==> src/rtl/sar_seq_pkg.sv <==
`timescale 1ns/1ps
package sar_seq_pkg;

  typedef enum logic [1:0] {
    ST_IDLE = 2'd0,
    ST_ACQ  = 2'd1,
    ST_CONV = 2'd2,
    ST_WAIT = 2'd3
  } seq_state_e;

  // compare-mode code that routes a trigger into the converter
  localparam logic [3:0] TRIG_CODE = 4'b1011;

  // automatic acquisition delay in TAD ticks per select code
  function automatic logic [4:0] acq_ticks(input logic [2:0] sel);
    logic [4:0] r;
    case (sel)
      3'd0:    r = 5'd0;
      3'd1:    r = 5'd2;
      3'd2:    r = 5'd4;
      3'd3:    r = 5'd6;
      3'd4:    r = 5'd8;
      3'd5:    r = 5'd12;
      3'd6:    r = 5'd16;
      default: r = 5'd20;
    endcase
    return r;
  endfunction

endpackage

==> src/rtl/sar_seq_trig.sv <==
`timescale 1ns/1ps
module sar_seq_trig
  import sar_seq_pkg::*;
#(
  parameter int MODE_W = 4
) (
  input  logic              clk,
  input  logic              rst_n,
  input  logic              trig,
  input  logic [MODE_W-1:0] trig_mode,
  output logic              hit,
  output logic              tmr_rst_q
);

  logic tmr_rst_n;

  always_comb begin
    hit       = trig && (trig_mode == MODE_W'(TRIG_CODE));
    tmr_rst_n = hit;
  end

  always_ff @(posedge clk or negedge rst_n) begin
    if (!rst_n) tmr_rst_q <= 1'b0;
    else        tmr_rst_q <= tmr_rst_n;
  end

endmodule

==> src/rtl/sar_seq_sar.sv <==
`timescale 1ns/1ps
module sar_seq_sar #(
  parameter int RES_W = 10,
  parameter int CNT_W = 5
) (
  input  logic             clk,
  input  logic             rst_n,
  input  logic             load,
  input  logic             step,
  input  logic [CNT_W-1:0] idx,
  input  logic             cmp_in,
  output logic [RES_W-1:0] trial_q,
  output logic [RES_W-1:0] word_n
);

  always_comb begin
    word_n = trial_q;
    if (load) begin
      word_n = '0;
      word_n[RES_W-1] = 1'b1;
    end else if (step) begin
      for (int b = 0; b < RES_W; b++) begin
        if (idx == CNT_W'(b))          word_n[b] = cmp_in;
        else if (idx == CNT_W'(b + 1)) word_n[b] = 1'b1;
      end
    end
  end

  always_ff @(posedge clk or negedge rst_n) begin
    if (!rst_n)           trial_q <= '0;
    else if (load | step) trial_q <= word_n;
  end

endmodule

==> src/rtl/sar_seq_ctrl.sv <==
`timescale 1ns/1ps
module sar_seq_ctrl
  import sar_seq_pkg::*;
#(
  parameter int RES_W    = 10,
  parameter int WAIT_TAD = 2,
  parameter int CNT_W    = 5
) (
  input  logic             clk,
  input  logic             rst_n,
  input  logic             tad_en,
  input  logic             cfg_en,
  input  logic             go_req,
  input  logic             go_clr,
  input  logic [2:0]       acq_sel,
  output logic             go_q,
  output logic             conv,
  output logic             sar_load,
  output logic             sar_step,
  output logic [CNT_W-1:0] step_idx,
  output logic             finish
);

  seq_state_e       st_q, st_n;
  logic [CNT_W-1:0] cnt_q, cnt_n;
  logic [CNT_W-1:0] dly_q, dly_n;
  logic [CNT_W-1:0] dly_sel;
  logic             go_n;
  logic             en_q;

  always_comb begin
    dly_sel  = CNT_W'(acq_ticks(acq_sel));
    step_idx = CNT_W'(RES_W) - cnt_q;
    conv     = (st_q == ST_CONV);
  end

  always_comb begin
    st_n     = st_q;
    cnt_n    = cnt_q;
    dly_n    = dly_q;
    go_n     = go_q;
    sar_load = 1'b0;
    sar_step = 1'b0;
    finish   = 1'b0;
    if (!cfg_en) begin
      st_n  = ST_IDLE;
      cnt_n = '0;
      go_n  = 1'b0;
    end else if (go_clr && go_q) begin
      go_n = 1'b0;
      if (st_q == ST_ACQ || st_q == ST_CONV) begin
        st_n  = ST_WAIT;
        cnt_n = '0;
      end
    end else begin
      if (go_req && en_q && !go_q) go_n = 1'b1;
      case (st_q)
        ST_IDLE: begin
          if (go_q) begin
            cnt_n = '0;
            dly_n = dly_sel;
            if (dly_sel == '0) begin
              st_n     = ST_CONV;
              sar_load = 1'b1;
            end else begin
              st_n = ST_ACQ;
            end
          end
        end
        ST_ACQ: begin
          if (tad_en) begin
            if ((cnt_q + CNT_W'(1)) == dly_q) begin
              st_n     = ST_CONV;
              cnt_n    = '0;
              sar_load = 1'b1;
            end else begin
              cnt_n = cnt_q + CNT_W'(1);
            end
          end
        end
        ST_CONV: begin
          if (tad_en) begin
            if (cnt_q != '0) sar_step = 1'b1;
            if (cnt_q == CNT_W'(RES_W)) begin
              finish = 1'b1;
              go_n   = 1'b0;
              st_n   = ST_WAIT;
              cnt_n  = '0;
            end else begin
              cnt_n = cnt_q + CNT_W'(1);
            end
          end
        end
        default: begin
          if (tad_en) begin
            if (cnt_q == CNT_W'(WAIT_TAD - 1)) begin
              cnt_n = '0;
              if (go_q) begin
                dly_n = dly_sel;
                if (dly_sel == '0) begin
                  st_n     = ST_CONV;
                  sar_load = 1'b1;
                end else begin
                  st_n = ST_ACQ;
                end
              end else begin
                st_n = ST_IDLE;
              end
            end else begin
              cnt_n = cnt_q + CNT_W'(1);
            end
          end
        end
      endcase
    end
  end

  always_ff @(posedge clk or negedge rst_n) begin
    if (!rst_n) begin
      st_q  <= ST_IDLE;
      cnt_q <= '0;
      dly_q <= '0;
      go_q  <= 1'b0;
      en_q  <= 1'b0;
    end else begin
      st_q  <= st_n;
      cnt_q <= cnt_n;
      dly_q <= dly_n;
      go_q  <= go_n;
      en_q  <= cfg_en;
    end
  end

endmodule

==> src/rtl/sar_seq.sv <==
`timescale 1ns/1ps
module sar_seq #(
  parameter int RES_W    = 10,
  parameter int WAIT_TAD = 2,
  parameter int MODE_W   = 4
) (
  input  logic              clk,
  input  logic              rst_n,
  input  logic              tad_en,
  input  logic              cfg_en,
  input  logic              go_set,
  input  logic              go_clr,
  input  logic [2:0]        acq_sel,
  input  logic              trig,
  input  logic [MODE_W-1:0] trig_mode,
  input  logic              cmp_in,
  input  logic              res_wr,
  input  logic [RES_W-1:0]  res_wdata,
  input  logic              flag_clr,
  output logic              go_busy,
  output logic              sample_closed,
  output logic [RES_W-1:0]  trial,
  output logic [RES_W-1:0]  result,
  output logic              irq_flag,
  output logic              tmr_rst
);

  localparam int CMAX  = (RES_W > 20) ? RES_W : 20;
  localparam int CNT_W = $clog2(CMAX + 1);

  logic             trig_hit;
  logic             go_q, conv, sar_load, sar_step, finish;
  logic [CNT_W-1:0] step_idx;
  logic [RES_W-1:0] trial_q, word_n;
  logic [RES_W-1:0] res_q, res_n;
  logic             flag_q, flag_n;

  sar_seq_trig #(.MODE_W(MODE_W)) u_trig (
    .clk       (clk),
    .rst_n     (rst_n),
    .trig      (trig),
    .trig_mode (trig_mode),
    .hit       (trig_hit),
    .tmr_rst_q (tmr_rst)
  );

  sar_seq_ctrl #(.RES_W(RES_W), .WAIT_TAD(WAIT_TAD), .CNT_W(CNT_W)) u_ctrl (
    .clk      (clk),
    .rst_n    (rst_n),
    .tad_en   (tad_en),
    .cfg_en   (cfg_en),
    .go_req   (go_set | trig_hit),
    .go_clr   (go_clr),
    .acq_sel  (acq_sel),
    .go_q     (go_q),
    .conv     (conv),
    .sar_load (sar_load),
    .sar_step (sar_step),
    .step_idx (step_idx),
    .finish   (finish)
  );

  sar_seq_sar #(.RES_W(RES_W), .CNT_W(CNT_W)) u_sar (
    .clk     (clk),
    .rst_n   (rst_n),
    .load    (sar_load),
    .step    (sar_step),
    .idx     (step_idx),
    .cmp_in  (cmp_in),
    .trial_q (trial_q),
    .word_n  (word_n)
  );

  always_comb begin
    res_n = res_q;
    if (finish)             res_n = word_n;
    else if (res_wr && !go_q) res_n = res_wdata;
    flag_n = flag_q;
    if (flag_clr) flag_n = 1'b0;
    if (finish)   flag_n = 1'b1;
  end

  always_ff @(posedge clk or negedge rst_n) begin
    if (!rst_n) begin
      res_q  <= '0;
      flag_q <= 1'b0;
    end else begin
      res_q  <= res_n;
      flag_q <= flag_n;
    end
  end

  assign go_busy       = go_q;
  assign sample_closed = !conv;
  assign trial         = conv ? trial_q : '0;
  assign result        = res_q;
  assign irq_flag      = flag_q;

endmodule

==> config.mk <==
export PLATFORM = sky130hd
export DESIGN_NAME = sar_seq
export DESIGN_NICKNAME = d
export VERILOG_FILES = /design/src/rtl/sar_seq_pkg.sv /design/src/rtl/sar_seq_trig.sv /design/src/rtl/sar_seq_sar.sv /design/src/rtl/sar_seq_ctrl.sv /design/src/rtl/sar_seq.sv
export SDC_FILE = /design/constraint.sdc
export NUM_CORES = 1
export LEC_CHECK = 0
export BUFFER_PORTS_ARGS = -buffer_cell sky130_fd_sc_hd__buf_4
export CORE_MARGIN = 2
export CORE_UTILIZATION = 59
export CTS_CLUSTER_DIAMETER = 60
export DETAILED_ROUTE_END_ITERATION = 10
export PLACE_DENSITY = 0.86
export SYNTH_ARGS = -nofsm -noshare
export SYNTH_HDL_FRONTEND = slang
export SYNTH_SLANG_ARGS = --single-unit
==> constraint.sdc <==
create_clock -name clk -period 5 [get_ports clk]
set_input_delay 0.75 -clock clk [delete_from_list [all_inputs] [get_ports clk]]
set_output_delay 0.75 -clock clk [all_outputs]
set_load 0.02 [all_outputs]
==> metrics, run 1 <==
DRC 0; required time of the worst setup path 5.20 ns; CP max-delay cell a211oi_1; Power Dens Cells 330.8 nW/um2; reg-to-reg slack, setup 2.42 ns; register area share after synthesis 36.88%; RePlAce Congestion 0.8951; Worst VDD drop 306.1 uV; Multi-input gate area 1396 um2; vias in the first global route 1,907; ys async rst share 100.0%; worst path buffer plus inverter count 1; net count after synthesis 280; Worst Tran Pin Value 0.6462 ns; fmax 0.3883 GHz; worst-path cell chain inv_1 -> ha_1 -> nand2_1 -> a211oi_1 -> and2_1 -> a21oi_1 -> o41ai_2; Synth Flop Type dfrtp_1; Finish-stage setup viols 0; total CTS buffers 5; CTS Hold Bufs 0; fin cells 344; total power 939.6 uW; worst skew pair latency 0.30 ns; CTS sink count 35; Cells after DPL 336; Crit Reg-Reg Endpoint result[4]; area grow syn2layout 19.60%; Reg-to-Reg Start u_ctrl.st_q[0]; num rows 23; initial drt markers 158; root buffer cell clkbuf_8; Hold Path Class in2async; pin count of the biggest net entering global routing 36; Post-Syn Area 2375 um2; Worst EP arrival 2.77 ns; Cell variety after synth 63; Critical Path Max Stage Delay 0.55 ns; PortBufs 50; Routed Antenna Nets 0; die width 67.45 um; post-CTS setup buffer count 0; Fillers 308; share of cells above drive strength 1 28.91%; Reg clk slew, reported paths 0.07 ns; GRT Total Usage 25.70%; Yosys warning total 0; CP endpoint kind register; clock buffer depth 2; Via density 5.834; leakage 0.001336 uW; Final Max Slew Viols 0; critical path's top delay family compound AO/OA/AOI/OAI gates; antenna violations before repair 0; CTS tree yes; Setup Crit Path Kind reg2reg; Stages on worst setup path 7; Critical Path Start u_ctrl.st_q[0]; Die Area 4549 um2; Routed wire per std cell 15.47 um; reg2reg path depth 7; end point of the critical path result[4]; grt ovf 0; Post-Place Cell Area 2755 um2; dpl hpwl 3.931 mm; post-route design area 2840 um2; Final period util 51.51%; EDFF count, synth 0; CP startpoint kind register; I/O Pins 51; synthesized flop and latch total 35; final hold vios 0; Slew HR 56.56%; crit path max fanout 18; nets 329; unrepaired setup endpoints after global routing false; Tmin final 2.576 ns; Initial Utilization 60.23%; Worst Setup Slack, final 2.425 ns; synthesized area per cell 9.733 um2; first-pass GRT wire length 8.652 mm; Via Count 2,007; register area 875.8 um2; Mapped Cells 244; antenna cells 0; Die Y 67.45 um; Core ar. 3943 um2; max-cap violation count 0; Clock Skew 0.008131 ns; Setup TNS 0 ns; CTS H-tree lvls 2; pre-CTS setup slack 2.452 ns; TritonRoute pass-1 iters 4; post-CTS resize count 0; status finished clean; routed wire length 5.321 mm
==> logic make-up after synthesis <==
group / count (synthesis) / synth area share, %
flip-flops: 35 / 36.88
adder cells (fa/ha/maj): 9 / 4.742
AO/OA/AOI/OAI: 69 / 22.92
buffers and inverters: 19 / 4.320
XOR/XNOR: 10 / 4.004
multiplexers: 13 / 5.532
AND/OR/NAND/NOR: 89 / 21.60
==> where the power goes <==
part	leakage, uW	internal [uW]	switching [uW]
clock network	0.0000412	97.3	106
logic	0.000842	166	209
registers	0.000453	326	35.6
total	0.00134	588	351
==> Yosys cell counts (4+ instances only) <==
cell      number  area, um2
nor3_1         7      35.03
xnor2_1        5      43.79
inv_1          9      33.78
nand3b_1       5      37.54
dfrtp_1       35      875.8
nand2_1       16      60.06
nor2_1        19      71.32
xor2_1         4      35.03
a21oi_1       17      85.08
ha_1           9      112.6
a211oi_2       5      62.56
mux2i_1       12      120.1
o21ai_0        7      35.03
a21o_1        11      82.58
and2_1        15      93.84
==> cell usage in the layout, fill, tap and decap left out, drive strengths merged, types with 2 or more instances in the layout <==
cell type  instances
and3               2
a21oi             19
a21o              11
o41ai              2
o21ai             10
xnor2              6
dfrtp             35
nor2b              3
buf               51
nand3              3
nor4bb             2
o22ai              3
a311oi             2
and2              16
a31oi              2
nand2             16
a211oi             8
inv               10
a21bo              2
ha                 9
xor2               4
nand3b             5
nor2              19
or3                2
clkbuf             6
nand2b             3
nand4              2
mux2i             12
a2111oi            2
nor3               8
==> layout make-up <==
| cell class | count | share of cell area [%] |
|---|---|---|
| tap | 50 | 2.203 |
| multi-input combinational | 190 | 49.16 |
| inverter | 10 | 1.322 |
| clock buffer | 6 | 2.555 |
| sequential | 35 | 30.84 |
| clock inverter | 2 | 0.4405 |
| timing repair buffer | 51 | 13.48 |
==> how the worst min path moves through the flow <==
stage | end | slack [ns]
2_1_floorplan | irq_flag | 0.45
3_3_place_gp | irq_flag | 0.52
3_5_place_dp | u_ctrl.go_q | 0.52
4_1_cts | u_ctrl.st_q[1] | 0.41
5_1_grt | u_ctrl.dly_q[4] | 0.42
6_report | u_sar.trial_q[3] | 0.40
==> sequential cells by signal (all words and copies together), names as in the netlist, 2 cells and up <==
register / flops
result: 10
u_ctrl.cnt_q: 5
u_ctrl.dly_q: 4
u_ctrl.st_q: 2
u_sar.trial_q: 10
==> worst reg2reg max path, stage by stage, from the launching register on <==
cell and delay, ns:
dfrtp_1 0.40, inv_1 0.10, ha_1 0.51, nand2_1 0.21, a211oi_1 0.55, and2_1 0.31
a21oi_1 0.12, o41ai_2 0.28
==> metal layers <==
metal  GRT usage, %  vias up  wire length, um
met4          10.71        0               98
li1               -      980                -
met3          5.500       12              282
met5              0        -                0
met1          32.58      952             2278
met2          42.57       63             2662
==> through the flow <==
| step | hold WS (ns) | utilization, % |
|---|---|---|
| final | 0.3984 | 72.04 |
| after global routing | 0.4239 | 72.04 |
| after CTS | 0.4077 | 72.04 |
| after detailed placement | 0.5209 | 69.88 |
| after global placement | 0.5170 | 69.88 |
| after floorplan | 0.4544 | - |
(Power assumes the default switching activity.)
==> run 2, diff against run 1 <==
--- a/config.mk
+++ b/config.mk
@@ -5,12 +5,13 @@
 export SDC_FILE = /design/constraint.sdc
 export NUM_CORES = 1
 export LEC_CHECK = 0
+export ABC_AREA = 1
 export BUFFER_PORTS_ARGS = -buffer_cell sky130_fd_sc_hd__buf_4
 export CORE_MARGIN = 2
-export CORE_UTILIZATION = 59
+export CORE_UTILIZATION = 55
 export CTS_CLUSTER_DIAMETER = 60
 export DETAILED_ROUTE_END_ITERATION = 10
-export PLACE_DENSITY = 0.86
+export PLACE_DENSITY = 0.82
 export SYNTH_ARGS = -nofsm -noshare
 export SYNTH_HDL_FRONTEND = slang
 export SYNTH_SLANG_ARGS = --single-unit
==> constraint.sdc (replaced) <==
create_clock -name clk -period 2.6 [get_ports clk]
set_input_delay 0.39 -clock clk [delete_from_list [all_inputs] [get_ports clk]]
set_output_delay 0.39 -clock clk [all_outputs]
set_load 0.02 [all_outputs]
==> metrics, run 2 <==
most frequent cells after synthesis nand2_1 (87), inv_1 (61), nor2_1 (41) (was dfrtp_1 (35), nor2_1 (19), a21oi_1 (17)); Initial Utilization 57.79% (was 60.23%); register area 875.8 um2 (unchanged); CTS H-tree lvls 2 (unchanged); Reg clk slew, reported paths 0.08 ns (was 0.07 ns); final hold vios 0 (unchanged); Yosys top cell area share 37.35% (was 36.88%); Post-Syn Area 2345 um2 (was 2375 um2); Core ar. 4058 um2 (was 3943 um2); unrepaired setup endpoints after global routing false (unchanged); CP endpoint kind register (unchanged); Tmin final 2.348 ns (was 2.576 ns); Via Count 2,316 (was 2,007); Final Max Slew Viols 0 (unchanged); Mapped Cells 345 (was 244); initial drt markers 264 (was 158); Worst EP arrival 2.52 ns (was 2.77 ns); Yosys top cell by area dfrtp_1 (unchanged); fmax 0.4260 GHz (was 0.3883 GHz); Routed Antenna Nets 0 (unchanged); top-count cell post-synth nand2_1 (was dfrtp_1); clock buffer depth 2 (unchanged); Reg-to-Reg Start u_ctrl.cnt_q[0] (was u_ctrl.st_q[0]); Worst VDD drop 504.2 uV (was 306.1 uV); Slew HR 63.41% (was 56.56%); TritonRoute pass-1 iters 4 (unchanged); CP startpoint kind register (unchanged); vias in the first global route 2,208 (was 1,907); EDFF count, synth 0 (unchanged); Via density 5.193 (was 5.834); CTS sink count 35 (unchanged); Yosys warning total 0 (unchanged); area grow syn2layout 22.36% (was 19.60%); net count after synthesis 381 (was 280); leakage 0.001607 uW (was 0.001336 uW); Setup TNS 0 ns (unchanged); reg-to-reg slack, setup 0.25 ns (was 2.42 ns); synthesized area per cell 6.796 um2 (was 9.733 um2); Synth Flop Type dfrtp_1 (unchanged); max-cap violation count 0 (unchanged); Die Area 4802 um2 (was 4549 um2); Setup Crit Path Kind reg2reg (unchanged); dpl hpwl 4.309 mm (was 3.931 mm); Fillers 351 (was 308); PortBufs 50 (unchanged); antenna violations before repair 0 (unchanged); required time of the worst setup path 2.77 ns (was 5.20 ns); Fin Hold WS 0.04676 ns (was 0.3984 ns); post-route design area 2869 um2 (was 2840 um2); Power Dens Cells 715.5 nW/um2 (was 330.8 nW/um2); Worst Tran Pin Value 0.5489 ns (was 0.6462 ns); RePlAce Congestion 0.9381 (was 0.8951); Worst Setup Slack, final 0.2524 ns (was 2.425 ns); reg2reg path depth 15 (was 7); nets 431 (was 329); num rows 23 (unchanged); grt ovf 0 (unchanged); fin cells 446 (was 344); Multi-input gate area 1176 um2 (was 1396 um2); Crit Reg-Reg Endpoint result[8] (was result[4]); CTS Hold Bufs 0 (unchanged); routed wire length 5.665 mm (was 5.321 mm); die width 69.30 um (was 67.45 um); Clock Skew 0.009776 ns (was 0.008131 ns); share of cells above drive strength 1 17.93% (was 28.91%); top cells by area, synth dfrtp_1 (37%), nand2_1 (14%), inv_1 (9.8%), nor2_1 (6.6%), a21oi_1 (4.9%) (was dfrtp_1 (37%), mux2i_1 (5.1%), ha_1 (4.7%), and2_1 (4.0%), a21oi_1 (3.6%)); post-CTS resize count 0 (unchanged); first-pass GRT wire length 9.942 mm (was 8.652 mm); Cell variety after synth 27 (was 63); Die Y 69.30 um (was 67.45 um); Cells after DPL 438 (was 336); antenna cells 0 (unchanged); status finished clean (unchanged); root buffer cell clkbuf_8 (unchanged); I/O Pins 51 (unchanged); register area share after synthesis 37.35% (was 36.88%); DRC 0 (unchanged); CTS tree yes (unchanged); Post-Place Cell Area 2756 um2 (was 2755 um2); pin count of the biggest net entering global routing 36 (unchanged); post-CTS setup buffer count 0 (unchanged); Routed wire per std cell 12.70 um (was 15.47 um); synthesized flop and latch total 35 (unchanged); total CTS buffers 5 (unchanged); Hold Path Class in2async (unchanged); worst skew pair latency 0.29 ns (was 0.30 ns); GRT Total Usage 25.33% (was 25.70%); crit path max fanout 11 (was 18); most frequent cells in the layout nand2_1 (87), inv_1 (61), buf_4 (52), nor2_1 (41), dfrtp_1 (35) (was buf_4 (51), dfrtp_1 (35), nor2_1 (19), a21oi_1 (17), nand2_1 (16)); most common cell after layout, fill and taps aside nand2_1 (was buf_4); pre-CTS setup slack 0.3121 ns (was 2.452 ns); Finish-stage setup viols 0 (unchanged); ys async rst share 100.0% (unchanged); Final period util 90.29% (was 51.51%)
==> run 2: critical path, stage by stage, from the launching register on <==
cell,delay (ns)
dfrtp_1,0.49
inv_1,0.14
ha_1,0.29
inv_1,0.05
nand2_1,0.05
nand2_1,0.04
nor2_1,0.10
nand3_1,0.07
nor2_1,0.08
nand3_1,0.13
nand2_1,0.13
nand2_1,0.06
nand2_1,0.07
nand2_1,0.22
nand2_1,0.21
a21oi_1,0.08
==> run 2: metal layers <==
layer | global-route usage [%] | routed length, um
met2 | 37.82 | 2470
met5 | 0 | 0
met3 | 4.506 | 309
met4 | 10.24 | 116
met1 | 36.38 | 2768
==> run 2: cell families (layout without fill, tap and decap cells) <==
group	count (synthesis)	after routing	share of synthesized area [%]
and+or+nand+nor	168	168	30.31
buffers and inverters	76	127	12.49
AOI/OAI and AO/OA	57	57	15.05
DFF	35	35	37.35
adders and majority gates	9	9	4.803
==> run 2: area by class of cell <==
class	count	area share (%)
multi-input combinational	234	40.99
sequential	35	30.53
clock inverter	3	1.526
inverter	67	8.766
tap	50	2.181
timing repair buffer	52	13.61
clock buffer	5	2.399
==> run 2: worst max-delay path by stage <==
stage / to / cells after the start / start / slack, ns
floorplan: result[9] / 11 / u_ctrl.st_q[0] / 0.58
global placement: result[8] / 15 / u_ctrl.cnt_q[0] / 0.38
detailed placement: result[8] / 15 / u_ctrl.cnt_q[0] / 0.31
CTS: result[8] / 15 / u_ctrl.cnt_q[0] / 0.28
global route: result[8] / 15 / u_ctrl.cnt_q[0] / 0.06
finish: result[8] / 15 / u_ctrl.cnt_q[0] / 0.25
==> run 2: power breakdown <==
part,total [uW],switching (uW),internal (uW)
combinational,818,514,304
sequential,741,86.1,655
clock,493,208,285
==> run 2: stage by stage <==
stage	total power [uW]	util, %
after floorplan	1286	-
after global placement	1539	67.93
after detailed placement	1554	67.93
after CTS	2054	70.71
after global routing	2215	70.71
final	2053	70.71
==> run 3, diff against run 2 <==
--- a/config.mk
+++ b/config.mk
@@ -8,10 +8,11 @@
 export ABC_AREA = 1
 export BUFFER_PORTS_ARGS = -buffer_cell sky130_fd_sc_hd__buf_4
 export CORE_MARGIN = 2
-export CORE_UTILIZATION = 55
+export CORE_UTILIZATION = 56
 export CTS_CLUSTER_DIAMETER = 60
 export DETAILED_ROUTE_END_ITERATION = 10
 export PLACE_DENSITY = 0.82
 export SYNTH_ARGS = -nofsm -noshare
 export SYNTH_HDL_FRONTEND = slang
+export SYNTH_HIERARCHICAL = 1
 export SYNTH_SLANG_ARGS = --single-unit
==> metrics, run 3 <==
Critical Path Max Stage Delay 0.43 ns (was 0.49 ns); pin count of the biggest net entering global routing 36 (unchanged); Die Y 72.03 um (was 69.30 um); Core ar. 4414 um2 (was 4058 um2); CP max-delay cell dfrtp_2 (was dfrtp_1); Yosys warning total 6 (was 0); Finish-stage setup viols 0 (unchanged); GRT Total Usage 25.17% (was 25.33%); CTS Hold Bufs 0 (unchanged); Post-Synth Simple-Gate Area 40.56% (was 30.31%); initial drt markers 228 (was 264); Initial Utilization 58.70% (was 57.79%); most frequent cells in the layout nand2_1 (131), buf_4 (59), inv_1 (48), nand3_1 (39), dfrtp_1 (33) (was nand2_1 (87), inv_1 (61), buf_4 (52), nor2_1 (41), dfrtp_1 (35)); final hold vios 0 (unchanged); leakage 0.001786 uW (was 0.001607 uW); critical path's top delay family simple AND/OR/NAND/NOR gates (unchanged); Tmin final 2.513 ns (was 2.348 ns); nets 479 (was 431); Clock Skew 0.007108 ns (was 0.009776 ns); complex-gate fraction of the synthesized area 8.643% (was 15.05%); total power 2284 uW (was 2053 uW); Reg clk slew, reported paths 0.08 ns (about the same); synthesized flop and latch total 35 (unchanged); most frequent cells after synthesis nand2_1 (133), inv_1 (50), nand3_1 (39) (was nand2_1 (87), inv_1 (61), nor2_1 (41)); CTS tree yes (unchanged); grt ovf 0 (unchanged); register area share after synthesis 33.80% (was 37.35%); die width 72.03 um (was 69.30 um); Worst EP arrival 2.70 ns (was 2.52 ns); CP endpoint kind register (unchanged); Hold Path Class in2async (unchanged); Routed wire per std cell 12.97 um (was 12.70 um); clock buffer depth 2 (unchanged); net count after synthesis 419 (was 381); root buffer cell clkbuf_8 (unchanged); TritonRoute pass-1 iters 5 (was 4); PortBufs 50 (unchanged); synthesized area per cell 6.748 um2 (was 6.796 um2); fmax 0.3980 GHz (was 0.4260 GHz); CP startpoint kind register (unchanged); Worst VDD drop 512.8 uV (was 504.2 uV); I/O Pins 51 (unchanged); dpl hpwl 4.630 mm (was 4.309 mm); Post-Place Cell Area 3008 um2 (was 2756 um2); Via density 5.360 (was 5.193); max-cap violation count 0 (unchanged); first-pass GRT wire length 10.29 mm (was 9.942 mm); required time of the worst setup path 2.79 ns (was 2.77 ns); Setup TNS 0 ns (unchanged); antenna cells 0 (unchanged); Power Dens Cells 705.8 nW/um2 (was 715.5 nW/um2); worst skew pair latency 0.29 ns (about the same); Final Max Slew Viols 0 (unchanged); Via Count 2,664 (was 2,316); most common cell after layout, fill and taps aside nand2_1 (unchanged); DRC 0 (unchanged); post-route design area 3236 um2 (was 2869 um2); Fin Hold WS 0.04673 ns (was 0.04676 ns); post-synthesis mux area share 0% (unchanged); num rows 24 (was 23); total CTS buffers 5 (unchanged); CTS sink count 35 (unchanged); top cells by area, synth dfrtp_1 (34%), nand2_1 (19%), nand3_1 (7.5%), inv_1 (7.2%), ha_1 (3.9%) (was dfrtp_1 (37%), nand2_1 (14%), inv_1 (9.8%), nor2_1 (6.6%), a21oi_1 (4.9%)); Slew HR 69.51% (was 63.41%); largest family of logic cells by synthesized area simple AND/OR/NAND/NOR gates (unchanged); worst path buffer plus inverter count 4 (was 2); Post-Syn Area 2591 um2 (was 2345 um2); CTS H-tree lvls 2 (unchanged); area grow syn2layout 24.87% (was 22.36%); RePlAce Congestion 0.8975 (was 0.9381); Cell variety after synth 34 (was 27); antenna violations before repair 0 (unchanged); status finished clean (unchanged); worst-path cell chain buf_4 -> buf_4 -> ha_1 -> nand2_2 -> nor2_4 -> a21oi_1 -> nor3_2 -> nand2_2 -> a21oi_4 -> nor2_4 -> buf_12 -> nand2_1 -> nand2_1 -> nand2_1 -> inv_1 -> nand2_1 -> nand2_1 -> nand2_1 -> nand2_1 (was inv_1 -> ha_1 -> inv_1 -> nand2_1 -> nand2_1 -> nor2_1 -> nand3_1 -> nor2_1 -> nand3_1 -> nand2_1 -> nand2_1 -> nand2_1 -> nand2_1 -> nand2_1 -> a21oi_1); reg-to-reg slack, setup 0.09 ns (was 0.25 ns); xor/xnor share of the synthesized area 1.642% (was 0%); vias in the first global route 2,404 (was 2,208); share of cells above drive strength 1 26.07% (was 17.93%); ys async rst share 100.0% (unchanged); Die Area 5188 um2 (was 4802 um2); top-count cell post-synth nand2_1 (unchanged); Yosys top cell by area dfrtp_1 (unchanged); Setup Crit Path Kind reg2reg (unchanged); crit path max fanout 10 (was 11); EDFF count, synth 0 (unchanged); Routed Antenna Nets 0 (unchanged); crit-path most repeated cell nand2_1 (unchanged); Final period util 96.64% (was 90.29%); Synth Area in Adders 3.863% (was 4.803%); Yosys top cell area share 33.80% (was 37.35%); Mapped Cells 384 (was 345); routed wire length 6.445 mm (was 5.665 mm); Synth Flop Type dfrtp_1 (unchanged); Worst Tran Pin Value 0.4559 ns (was 0.5489 ns)
## run 3: metal layers
metal	track usage, %	up-vias	share of wire (%)
met2	45.37	88	52
met5	0	-	0
met1	30.35	1227	40
li1	-	1334	-
met4	8.595	0	2.1
met3	4.306	15	5.7
## run 3: repair_timing
item                                    in CTS  in global routing
setup buffers                                0                  5
endpoints found under the hold margin        0                  0
pin swaps                                    0                  4
endpoints found under the setup margin       2                 11
cloned                                       0                  1
gates resized for setup                      1                 15
## run 3: worst paths after layout
path	start	to	cells after the start
max	u_ctrl/cnt_q[0]	result[4]	19
min	rst_n	result[2]	1
max reg2reg	u_ctrl/cnt_q[0]	result[4]	19
min reg2reg	result[3]	result[3]	2
max in group asynchronous	rst_n	u_ctrl/cnt_q[1]	1
min in group clk	cfg_en	u_ctrl/en_q	1
## run 3: cell type report
type / count / area (um2)
clock buffers: 5 / 68.82
repair buffers: 62 / 479.2
inverters: 61 / 229.0
multi-input cells: 279 / 1471
well taps: 52 / 65.06
clock inverters: 3 / 43.79
fillers: 358 / 1179
flip-flops and latches: 35 / 878.3
## run 3: report_power, final
part	switching, uW	leakage [uW]	internal [uW]
Sequential	81.7	0.000452	638
Combinational	668	0.00128	394
Clock	217	0.0000581	286
Total	966	0.00179	1320
## run 3: stage by stage
stage	cells	worst slack [ns]	utilization, %
detailed placement	483	0.01603	68.14
CTS	491	0.01750	70.72
floorplan	384	0.2962	-
global placement	483	0.1133	68.14
finish	497	0.08730	73.30
global route	497	-0.05175	73.30
## run 3: kinds of logic after synthesis
kind of cell    after synthesis
fa+ha+maj                     8
compound gates               38
xor+xnor                      4
flops                        35
simple gates                229
buf+inv                      70
